**config.mk**
```make
export PLATFORM = sky130hd
export DESIGN_NAME = isw_top
export DESIGN_NICKNAME = d
export VERILOG_FILES = /design/src/rtl/isw_pkg.sv /design/src/rtl/isw_arbiter.sv /design/src/rtl/isw_swap_seq.sv /design/src/rtl/isw_top.sv
export SDC_FILE = /design/constraint.sdc
export NUM_CORES = 1
export LEC_CHECK = 0
export ABC_AREA = 0
export BUFFER_PORTS_ARGS = -buffer_cell sky130_fd_sc_hd__clkbuf_2
export CORE_MARGIN = 2
export CORE_UTILIZATION = 40
export CTS_BUF_LIST = sky130_fd_sc_hd__clkbuf_2 sky130_fd_sc_hd__clkbuf_4 sky130_fd_sc_hd__clkbuf_8
export DETAILED_ROUTE_END_ITERATION = 7
export PLACE_DENSITY = 0.71
export SYNTH_ARGS = -nofsm -noshare
export SYNTH_HDL_FRONTEND = slang
export SYNTH_SLANG_ARGS = --single-unit
```
**constraint.sdc**
```tcl
create_clock -name clk -period 5.35 [get_ports clk]
set_input_delay 0.535 -clock clk [delete_from_list [all_inputs] [get_ports clk]]
set_output_delay 0.535 -clock clk [all_outputs]
set_load 0.005 [all_outputs]
```
**src/rtl/isw_pkg.sv**
```systemverilog
package isw_pkg;

  localparam int PSW_W  = 64;
  localparam int CODE_W = 16;
  localparam int NCLS   = 5;

  // Position in this enum is the fixed service priority (0 = highest).
  typedef enum logic [2:0] {
    CL_MCK = 3'd0,
    CL_PGM = 3'd1,
    CL_SVC = 3'd2,
    CL_EXT = 3'd3,
    CL_IO  = 3'd4
  } icls_t;

  // Old-PSW slot per class; the new-PSW slot is always 0x40 above it.
  function automatic logic [7:0] old_slot(input icls_t c);
    case (c)
      CL_MCK:  return 8'h30;
      CL_PGM:  return 8'h28;
      CL_SVC:  return 8'h20;
      CL_EXT:  return 8'h18;
      default: return 8'h38;
    endcase
  endfunction

  function automatic logic [7:0] new_slot(input icls_t c);
    return old_slot(c) | 8'h40;
  endfunction

  // PSW bits are numbered from the MSB.
  function automatic logic psw_bit(input logic [PSW_W-1:0] p, input int n);
    return p[PSW_W-1-n];
  endfunction

endpackage

```
**src/rtl/isw_arbiter.sv**
```systemverilog
module isw_arbiter
  import isw_pkg::*;
#(
  parameter int DIRECT_CH = 6
) (
  input  logic              clk,
  input  logic              rst_n,
  input  logic [PSW_W-1:0]  psw,
  input  logic              pend_mck,
  input  logic              pend_pgm,
  input  logic [7:0]        pgm_code_q,
  input  logic [1:0]        pgm_ilc_q,
  input  logic              pend_svc,
  input  logic [7:0]        svc_num_q,
  input  logic [7:0]        pend_ext,
  input  logic              pend_io,
  input  logic [15:0]       io_addr_q,
  output logic              win_valid,
  output icls_t             win_cls,
  output logic [CODE_W-1:0] win_code,
  output logic              win_ilc_set,
  output logic [1:0]        win_ilc
);

  localparam int EXT_MASK_BIT = 7;

  logic [NCLS-1:0] req;
  logic [NCLS-1:0] grant;
  logic            io_en;
  logic [7:0]      io_ch;

  assign io_ch = io_addr_q[15:8];

  always_comb begin
    if (int'(io_ch) < DIRECT_CH) io_en = psw_bit(psw, int'(io_ch));
    else                         io_en = psw_bit(psw, DIRECT_CH);
  end

  always_comb begin
    req              = '0;
    req[int'(CL_MCK)] = pend_mck;
    req[int'(CL_PGM)] = pend_pgm;
    req[int'(CL_SVC)] = pend_svc;
    req[int'(CL_EXT)] = (|pend_ext) && psw_bit(psw, EXT_MASK_BIT);
    req[int'(CL_IO)]  = pend_io && io_en;
  end

  always_comb begin
    logic found;
    found   = 1'b0;
    grant   = '0;
    win_cls = CL_MCK;
    for (int i = 0; i < NCLS; i++) begin
      if (req[i] && !found) begin
        grant[i] = 1'b1;
        win_cls  = icls_t'(i[2:0]);
        found    = 1'b1;
      end
    end
  end

  assign win_valid = |grant;

  always_comb begin
    win_ilc_set = 1'b0;
    win_ilc     = 2'b00;
    case (win_cls)
      CL_PGM: begin
        win_code    = {8'h00, pgm_code_q};
        win_ilc_set = 1'b1;
        win_ilc     = pgm_ilc_q;
      end
      CL_SVC: begin
        win_code    = {8'h00, svc_num_q};
        win_ilc_set = 1'b1;
        win_ilc     = 2'b01;
      end
      CL_EXT:  win_code = {8'h00, pend_ext};
      CL_IO:   win_code = io_addr_q;
      default: win_code = '0;
    endcase
  end


  grant_onehot_chk: assert property (@(posedge clk) disable iff (!rst_n)
    $onehot0(grant));


  mck_first_chk: assert property (@(posedge clk) disable iff (!rst_n)
    pend_mck |-> (win_valid && win_cls == CL_MCK));

endmodule

```
**src/rtl/isw_swap_seq.sv**
```systemverilog
module isw_swap_seq
  import isw_pkg::*;
#(
  parameter int AW = 24
) (
  input  logic             clk,
  input  logic             rst_n,
  input  logic             start,
  input  icls_t            start_cls,
  input  logic [PSW_W-1:0] start_old,
  output logic             mem_req_valid,
  input  logic             mem_req_ready,
  output logic             mem_req_write,
  output logic [AW-1:0]    mem_req_addr,
  output logic [PSW_W-1:0] mem_req_wdata,
  input  logic             mem_rsp_valid,
  input  logic [PSW_W-1:0] mem_rsp_rdata,
  output logic             seq_busy,
  output logic             load_en,
  output logic [PSW_W-1:0] load_data,
  output logic             loaded
);

  typedef enum logic [1:0] {S_IDLE, S_STORE, S_FETCH, S_WAIT} sstate_t;

  sstate_t          st;
  icls_t            cls_q;
  logic [PSW_W-1:0] old_q;
  logic             fire;

  assign fire          = mem_req_valid && mem_req_ready;
  assign mem_req_valid = (st == S_STORE) || (st == S_FETCH);
  assign mem_req_write = (st == S_STORE);
  assign mem_req_addr  = (st == S_STORE) ? AW'(old_slot(cls_q)) : AW'(new_slot(cls_q));
  assign mem_req_wdata = old_q;
  assign seq_busy      = (st != S_IDLE);
  assign load_en       = (st == S_WAIT) && mem_rsp_valid;
  assign load_data     = mem_rsp_rdata;

  always_ff @(posedge clk) begin
    if (!rst_n) begin
      st     <= S_IDLE;
      cls_q  <= CL_MCK;
      old_q  <= '0;
      loaded <= 1'b0;
    end else begin
      loaded <= load_en;
      case (st)
        S_IDLE: if (start) begin
          st    <= S_STORE;
          cls_q <= start_cls;
          old_q <= start_old;
        end
        S_STORE: if (fire) st <= S_FETCH;
        S_FETCH: if (fire) st <= S_WAIT;
        default: if (mem_rsp_valid) st <= S_IDLE;
      endcase
    end
  end


  req_hold_chk: assert property (@(posedge clk) disable iff (!rst_n)
    $past(mem_req_valid && !mem_req_ready) |->
      (mem_req_valid && $stable(mem_req_addr) && $stable(mem_req_write) && $stable(mem_req_wdata)));


  load_after_rsp_chk: assert property (@(posedge clk) disable iff (!rst_n)
    loaded |-> $past(mem_rsp_valid));


  no_start_busy_chk: assert property (@(posedge clk) disable iff (!rst_n)
    start |-> !seq_busy);


  read_after_write_chk: assert property (@(posedge clk) disable iff (!rst_n)
    (fire && mem_req_write) |=> (mem_req_valid && !mem_req_write));

endmodule

```
**src/rtl/isw_top.sv**
```systemverilog
module isw_top
  import isw_pkg::*;
#(
  parameter int AW        = 24,
  parameter int DIRECT_CH = 6
) (
  input  logic        clk,
  input  logic        rst_n,
  input  logic        psw_wr,
  input  logic [63:0] psw_wr_data,
  input  logic        mck_evt,
  input  logic        pgm_evt,
  input  logic [7:0]  pgm_code,
  input  logic [1:0]  pgm_ilc,
  input  logic        pgm_imprecise,
  input  logic        svc_evt,
  input  logic [7:0]  svc_num,
  input  logic        ext_evt,
  input  logic [7:0]  ext_src,
  input  logic        io_evt,
  input  logic [15:0] io_addr,
  output logic        mem_req_valid,
  input  logic        mem_req_ready,
  output logic        mem_req_write,
  output logic [AW-1:0] mem_req_addr,
  output logic [63:0] mem_req_wdata,
  input  logic        mem_rsp_valid,
  input  logic [63:0] mem_rsp_rdata,
  output logic        busy,
  output logic        psw_loaded,
  output logic [63:0] psw_out
);

  localparam int PM_BASE = 36;
  localparam int CODE_LO = PSW_W - 1 - 31;
  localparam int ILC_LO  = PSW_W - 1 - 33;

  logic [PSW_W-1:0]  cur_psw;
  logic              pend_mck, pend_pgm, pend_svc, pend_io;
  logic [7:0]        pend_ext;
  logic [7:0]        pgm_code_q, svc_num_q;
  logic [1:0]        pgm_ilc_q;
  logic [15:0]       io_addr_q;
  logic              win_valid, win_ilc_set;
  icls_t             win_cls;
  logic [CODE_W-1:0] win_code;
  logic [1:0]        win_ilc;
  logic              seq_busy, take, load_en;
  logic [PSW_W-1:0]  load_data, old_psw;
  logic              pgm_allowed;

  // Gated program exceptions map onto consecutive program-mask bits.
  always_comb begin
    case (pgm_code)
      8'd8:    pgm_allowed = psw_bit(cur_psw, PM_BASE + 0);
      8'd10:   pgm_allowed = psw_bit(cur_psw, PM_BASE + 1);
      8'd13:   pgm_allowed = psw_bit(cur_psw, PM_BASE + 2);
      8'd14:   pgm_allowed = psw_bit(cur_psw, PM_BASE + 3);
      default: pgm_allowed = 1'b1;
    endcase
  end

  assign take = win_valid && !seq_busy;
  assign busy = seq_busy || take;

  always_comb begin
    old_psw = cur_psw;
    old_psw[CODE_LO +: CODE_W] = win_code;
    if (win_ilc_set) old_psw[ILC_LO +: 2] = win_ilc;
  end

  always_ff @(posedge clk) begin
    if (!rst_n) begin
      cur_psw    <= '0;
      pend_mck   <= 1'b0;
      pend_pgm   <= 1'b0;
      pend_svc   <= 1'b0;
      pend_io    <= 1'b0;
      pend_ext   <= '0;
      pgm_code_q <= '0;
      pgm_ilc_q  <= '0;
      svc_num_q  <= '0;
      io_addr_q  <= '0;
    end else begin
      if (load_en)              cur_psw <= load_data;
      else if (psw_wr && !busy) cur_psw <= psw_wr_data;

      pend_mck <= (pend_mck && !(take && win_cls == CL_MCK)) || mck_evt;

      if (pgm_evt && pgm_allowed && (!pend_pgm || (take && win_cls == CL_PGM))) begin
        pend_pgm   <= 1'b1;
        pgm_code_q <= pgm_code;
        pgm_ilc_q  <= pgm_imprecise ? 2'b00 : pgm_ilc;
      end else if (take && win_cls == CL_PGM) begin
        pend_pgm <= 1'b0;
      end

      if (svc_evt && (!pend_svc || (take && win_cls == CL_SVC))) begin
        pend_svc  <= 1'b1;
        svc_num_q <= svc_num;
      end else if (take && win_cls == CL_SVC) begin
        pend_svc <= 1'b0;
      end

      pend_ext <= ((take && win_cls == CL_EXT) ? 8'h00 : pend_ext) | (ext_evt ? ext_src : 8'h00);

      if (io_evt && (!pend_io || (take && win_cls == CL_IO))) begin
        pend_io   <= 1'b1;
        io_addr_q <= io_addr;
      end else if (take && win_cls == CL_IO) begin
        pend_io <= 1'b0;
      end
    end
  end

  isw_arbiter #(.DIRECT_CH(DIRECT_CH)) u_arb (
    .clk        (clk),
    .rst_n      (rst_n),
    .psw        (cur_psw),
    .pend_mck   (pend_mck),
    .pend_pgm   (pend_pgm),
    .pgm_code_q (pgm_code_q),
    .pgm_ilc_q  (pgm_ilc_q),
    .pend_svc   (pend_svc),
    .svc_num_q  (svc_num_q),
    .pend_ext   (pend_ext),
    .pend_io    (pend_io),
    .io_addr_q  (io_addr_q),
    .win_valid  (win_valid),
    .win_cls    (win_cls),
    .win_code   (win_code),
    .win_ilc_set(win_ilc_set),
    .win_ilc    (win_ilc)
  );

  isw_swap_seq #(.AW(AW)) u_seq (
    .clk          (clk),
    .rst_n        (rst_n),
    .start        (take),
    .start_cls    (win_cls),
    .start_old    (old_psw),
    .mem_req_valid(mem_req_valid),
    .mem_req_ready(mem_req_ready),
    .mem_req_write(mem_req_write),
    .mem_req_addr (mem_req_addr),
    .mem_req_wdata(mem_req_wdata),
    .mem_rsp_valid(mem_rsp_valid),
    .mem_rsp_rdata(mem_rsp_rdata),
    .seq_busy     (seq_busy),
    .load_en      (load_en),
    .load_data    (load_data),
    .loaded       (psw_loaded)
  );

  assign psw_out = cur_psw;


  psw_frozen_chk: assert property (@(posedge clk) disable iff (!rst_n)
    ($past(seq_busy) && !psw_loaded) |-> $stable(psw_out));


  loaded_pulse_chk: assert property (@(posedge clk) disable iff (!rst_n)
    psw_loaded |=> !psw_loaded);

endmodule

```
; Word-level counts from Yosys, hierarchy flattened
; Index checks and enable logic that the tools add are counted.
[totals]
register_bits = 180
latch_bits = 0
ramBits = 0
romBits = 0
inputBits = 181
output_inout_bits = 156
elab_cells = 124
n_memories = 0
[op_classes]
addsub = 1
multipliers = 0
div_mod_pow = 0
order_cmp = 2
eq_ne = 17
n_shift = 0
muxes = 39
bitwise_logic = 1
reduce_logical = 50
[ops]
columns = op, n
row1 = $mux 64, 2
row2 = $pmux 16 s4, 1
row3 = $eq 8x4->1 const B, 4
row4 = $lt 32x8->1 const B, 1
row5 = $pmux 6 s4, 1
row6 = $logic_and 1x1->1, 20
row7 = $mux 1, 19
row8 = $mux 2, 8
row9 = $mux 8, 2
row10 = $eq 3x2->1 const B, 4
row11 = $logic_not 1->1, 10
row12 = $reduce_bool 2->1, 5
row13 = $sub 6x8->9 const A, 1
row14 = $lt 8x3->1 const B, 1
row15 = $or 8x8->8, 1
row16 = $reduce_or 8->1, 1
row17 = $mux 7, 1
row18 = $bmux 1 s6, 1
row19 = $eq 3x1->1 const B, 2
row20 = $logic_not 3->1, 2
row21 = $logic_or 1x1->1, 6
row22 = $pmux 2 s3, 1
row23 = $reduce_or 5->1, 1
row24 = $eq 2x2->1 const B, 2
row25 = 12 further kinds, 13

; Depth between registers and ports, before layout
[depth]
depth_word = 20
depth_mapped = 9
depth_no_buf = 7

; Hierarchy
; From an unflattened synthesis, not the netlist that was laid out.
[unflattened]
cells_unflattened = 1027
hier_area_um2 = 9170.0
[modules_own_cells]
columns = mod, instances, cells_each, area_each_um2, seq_area_each_um2
row1 = isw_top, 1, 542, 5230.0, 2202.1
row2 = isw_swap_seq, 1, 407, 3353.2, 1401.3
row3 = isw_arbiter, 1, 78, 586.8, 0.0

; Least setup slack after synthesis
; OpenSTA, ideal clock, no wires.
[synth_timing]
path_kind = flip-flop to flip-flop
start = register pend_ext[5]
end = register cur_psw[56] (netlist: psw_out[56])
setup_ns = 0.088
t_arrival_ns = 1.967
required_ns = 5.262
slack_ns = 3.295
path_stages_with_launch = 9
path_buffers = 2
synth_period_minus_slack_ns = 2.055
cell_sequence = dfxtp_1 > or4_4 > o21ai_2 > nand3_1 > o31ai_2 > buf_4 > buf_4 > nor2_1 > a311oi_2
[synth_via]
elab_chain_cells = 13
word_cells_on_any_way = 14
cone_classes = mux: 3 / reduce/logical: 11
[synth_rtl]
columns = item, line
row1 = "start, declared", isw_top.sv:40  ; logic [7:0] pend_ext;
row2 = "start signal, assigned", isw_top.sv:105  ; pend_ext <= ((take && win_cls == CL_EXT) ? 8'h00 : pend_ext) | (ext_evt ? ext_src : 8'h00);
row3 = $reduce_or 8->1 *, isw_arbiter.sv:44  ; req[int'(CL_EXT)] = (|pend_ext) && psw_bit(psw, EXT_MASK_BIT);
row4 = $logic_and 1x1->1 *, isw_arbiter.sv:44
row5 = $logic_and 1x1->1 *, isw_arbiter.sv:54  ; if (req[i] && !found) begin
row6 = $mux 1, isw_arbiter.sv:54
row7 = $logic_not 1->1, isw_arbiter.sv:54
row8 = $logic_and 1x1->1, isw_arbiter.sv:54
row9 = $mux 1, isw_arbiter.sv:54
row10 = $reduce_or 5->1 *, isw_arbiter.sv:62  ; assign win_valid = |grant;
row11 = $logic_and 1x1->1 *, isw_top.sv:63  ; assign take = win_valid && !seq_busy;
row12 = $logic_or 1x1->1 *, isw_top.sv:64  ; assign busy = seq_busy || take;
row13 = $logic_not 1->1 *, isw_top.sv:86  ; else if (psw_wr && !busy) cur_psw <= psw_wr_data;
row14 = $logic_and 1x1->1 *, isw_top.sv:86
row15 = $reduce_bool 2->1 (no source line) *, n/a
row16 = "end signal, assigned", isw_top.sv:85  ; if (load_en) cur_psw <= load_data;
row17 = "end signal, assigned", isw_top.sv:86
row18 = "end, declared", isw_top.sv:38  ; logic [PSW_W-1:0] cur_psw;
; Every way passes the cells marked *; elsewhere a longest branch is shown, timed or not.
; A chain may end at the register's enable or synchronous reset.

; Worst setup path in the final report
[layout_timing]
start = register io_addr_q[15]
end = register u_seq.old_q[25] (netlist: u_seq.mem_req_wdata[25])
[layout_via]
elab_chain_cells = 8
[layout_rtl]
columns = item, line
row1 = "start, declared", isw_top.sv:43  ; logic [15:0] io_addr_q;
row2 = "start signal, assigned", isw_top.sv:109  ; io_addr_q <= io_addr;
row3 = $lt 8x3->1, isw_arbiter.sv:35  ; if (int'(io_ch) < DIRECT_CH) io_en = psw_bit(psw, int'(io_ch));
row4 = $mux 1, isw_arbiter.sv:35
row5 = $logic_and 1x1->1, isw_arbiter.sv:45  ; req[int'(CL_IO)] = pend_io && io_en;
row6 = $logic_and 1x1->1, isw_arbiter.sv:54
row7 = $mux 1, isw_arbiter.sv:54
row8 = $reduce_or 5->1, isw_arbiter.sv:62
row9 = $logic_and 1x1->1, isw_top.sv:63
row10 = $reduce_and 2->1 (no source line), n/a
row11 = "end signal, assigned", isw_swap_seq.sv:52  ; old_q <= start_old;
row12 = "end, declared", isw_swap_seq.sv:28  ; logic [PSW_W-1:0] old_q;
; Every way passes these cells.

==> metrics.cfg <==
[status]
status=finished, final reports clean

[timing]
finalClockSkew_ns=0.0102
worst_pin_slew_ns=0.961
whs_ns=0.309
finalSetupViolations=0
slew_headroom_pct=35.9
worst_slack_ns=2.35
fmax_mhz=333
slew_viol_final=0
fin_tns_setup_ns=0
period_share_pct=56.1
rsz0062_at_grt=false
hold_viol_final=0
finalWorstPathRequiredPeriod_ns=3.00

[die]
rows=52
die_x_microns=148
fp.dieH_microns=148
start_util_pct=41.0
core_area_sq_um=20400
io_pins=337
die_area_sq_um=22000

[clocking]
clkSinkCount=180
cts.clk_slew.worst_paths_ns=0.09
cts_root_buf=clkbuf_8
cts.path.max_buffers=2
cts_tree=built
numCtsBuffers=17
worstSkewPairLatency_ns=0.45
post_cts_buffers=0
cts_max_level=4
cts.repair.resized=0
cts_hold_buf=0

[setup_path]
cp_max_fo=34
cp.arrival_ns=3.37
required_ns=5.72
crit_type=reg2reg
critPathCaptureType=register
cp-start-kind=register

[grt]
grt_use_met1_pct=28.8
grt_pass1_vias=7219
busiest_layer=met2
grtUsageMet3_pct=5.21
grt_pass1_wl_mm=38.4
grt_usage_pct=21.9
grt_use_met2_pct=35.6
grt_max_degree=112
gr-total-overflow=0
antenna_found_initial=1

[route]
routedWlPerCell_microns=16.7
final_antenna_net_count=0
drt-vias-per-instance=5.13
routed_wl_mm=25.1
num_vias=7686
drt_iter0_markers=453
drtPass1Iterations=5
drc=0

[placed_design]
dpl_worst_slack_ns=2.36
dpl.cell_count=1463
dpl.hpwl_mm=17.7
gp_congestion=0.810
postPlaceCellArea_sq_um=9570
portBuffers=316

[layout]
final_cell_area_sq_um=9990
utilization_pct=49.1
fin_cells=1497
layout-drive-gt1-share_pct=33.2
fill_cells=1998
finalNetCount=1397
syn2layout_area_growth_pct=19.8

[synthesis]
async_flop_share_pct=0
yosysTopAreaCell=dfxtp_1
synthCells=998
yosysSeqAreaShare_pct=43.2
yosysMostFrequentCell=nand2_1
synth_area_sq_um=8340
synth_seq_cells=180
ys_types=50
avgSynthCellArea_sq_um=8.36
synthFlopType=dfxtp_1
synth_edf_count=0
synth_area_leaders=dfxtp_1 (43%), nand2_1 (9.5%), buf_4 (6.7%), a311oi_2 (6.5%), nor2_1 (5.0%)
yosysWarnings=0
yosysTopAreaCellShare_pct=43.2
synth_commonest_cells=nand2_1 (212), dfxtp_1 (180), nor2_1 (112), buf_4 (74), nand3_1 (65)

[power_and_ir_drop]
power.total_mw=3.90
p_leak_nw=4.33
power.density_nw_per_um2=390
irDropWorstVdd_mv=0.186

[worst_hold_path]
hp-class=in2reg

[job]
cap_violations=0

-- state kept, by name, indices dropped and copies added (netlist names), 2 cells and up --
| name | cells |
|---|---|
| u_seq.st | 2 |
| pgm_code_q | 8 |
| u_seq.mem_req_wdata | 64 |
| pend_ext | 8 |
| u_seq.cls_q | 3 |
| psw_out | 64 |
| pgm_ilc_q | 2 |
| io_addr_q | 16 |
| svc_num_q | 8 |
-- per-layer routing --
metal,vias to the layer above,wire length [microns]
met5,-,0
met3,29,1610
met2,270,12000
li1,3789,-
met4,0,480
met1,3598,11000
-- worst max-delay path, cell delays in order, from the launching register on --
cell and delay [ns]:
dfxtp_1 0.34, nor4_2 0.39, nand2b_1 0.12, o2111a_1 0.50, o21ai_4 0.85, buf_4 0.47
nand2_1 0.10, a21oi_1 0.14
-- cell families after synthesis --
kind of cell | after synthesis | synth area share, %
AO/OA/AOI/OAI | 194 | 19.3
XOR/XNOR | 1 | 0.105
adder cells (fa/ha/maj) | 4 | 0.600
buffers and inverters | 162 | 11.1
flip-flops | 180 | 43.2
multiplexers | 39 | 4.69
other | 1 | 0.0450
AND/OR/NAND/NOR | 417 | 20.9
-- path summary, 6_finish.rpt --
kind | start | endpoint | slack [ns] | cells after the start
worst max-delay path | io_addr_q[15] | u_seq.mem_req_wdata[25] | 2.35 | 7
worst min-delay path | io_addr[4] | io_addr_q[4] | 0.31 | 3
worst max register to register | io_addr_q[15] | u_seq.mem_req_wdata[25] | 2.35 | 7
worst min register to register | u_seq.mem_req_wdata[1] | u_seq.mem_req_wdata[1] | 0.46 | 2
-- area by class of cell --
class,instances,area (sq um),share of cell area [%]
clock buffer,25,325,3.26
timing repair buffer,326,1670,16.7
multi-input combinational,675,3910,39.1
antenna,2,5.00,0.0501
tap,270,338,3.38
clock inverter,7,93.8,0.939
sequential,180,3600,36.1
inverter,12,50.0,0.501
-- power breakdown --
part	total, mW	switching, mW	internal (mW)
combinational	1.21	0.742	0.470
clock	0.985	0.491	0.494
sequential	1.70	0.165	1.54
-- cells in the final DEF (no fill, tap or decap), types with 2 or more instances in the layout --
master / netlist / layout
clkbuf_2: 0 / 316
a22oi_1: 16 / 16
inv_6: 0 / 2
ha_1: 4 / 3
nor3_1: 2 / 2
nand2b_1: 6 / 6
nor3b_1: 2 / 2
nand3b_1: 4 / 4
a31oi_1: 9 / 9
clkinv_2: 0 / 2
a211oi_1: 2 / 2
a32oi_1: 8 / 8
o21ai_0: 13 / 12
conb_1: 1 / 20
o211ai_1: 2 / 2
and2_1: 3 / 3
clkinvlp_4: 0 / 2
mux2i_1: 38 / 38
diode_2: 0 / 2
nor2_1: 112 / 112
buf_4: 74 / 9
dfxtp_1: 180 / 180
a311oi_1: 29 / 29
nor2b_1: 3 / 3
clkbuf_8: 0 / 22
inv_1: 11 / 11
nand3_1: 65 / 65
a21oi_1: 58 / 58
a21o_1: 2 / 2
or2_2: 2 / 2
bufinv_16: 0 / 2
a311oi_2: 36 / 36
nand2_1: 212 / 211
a2bb2oi_1: 8 / 8
clkbuf_4: 0 / 3
(Power assumes the default switching activity.)
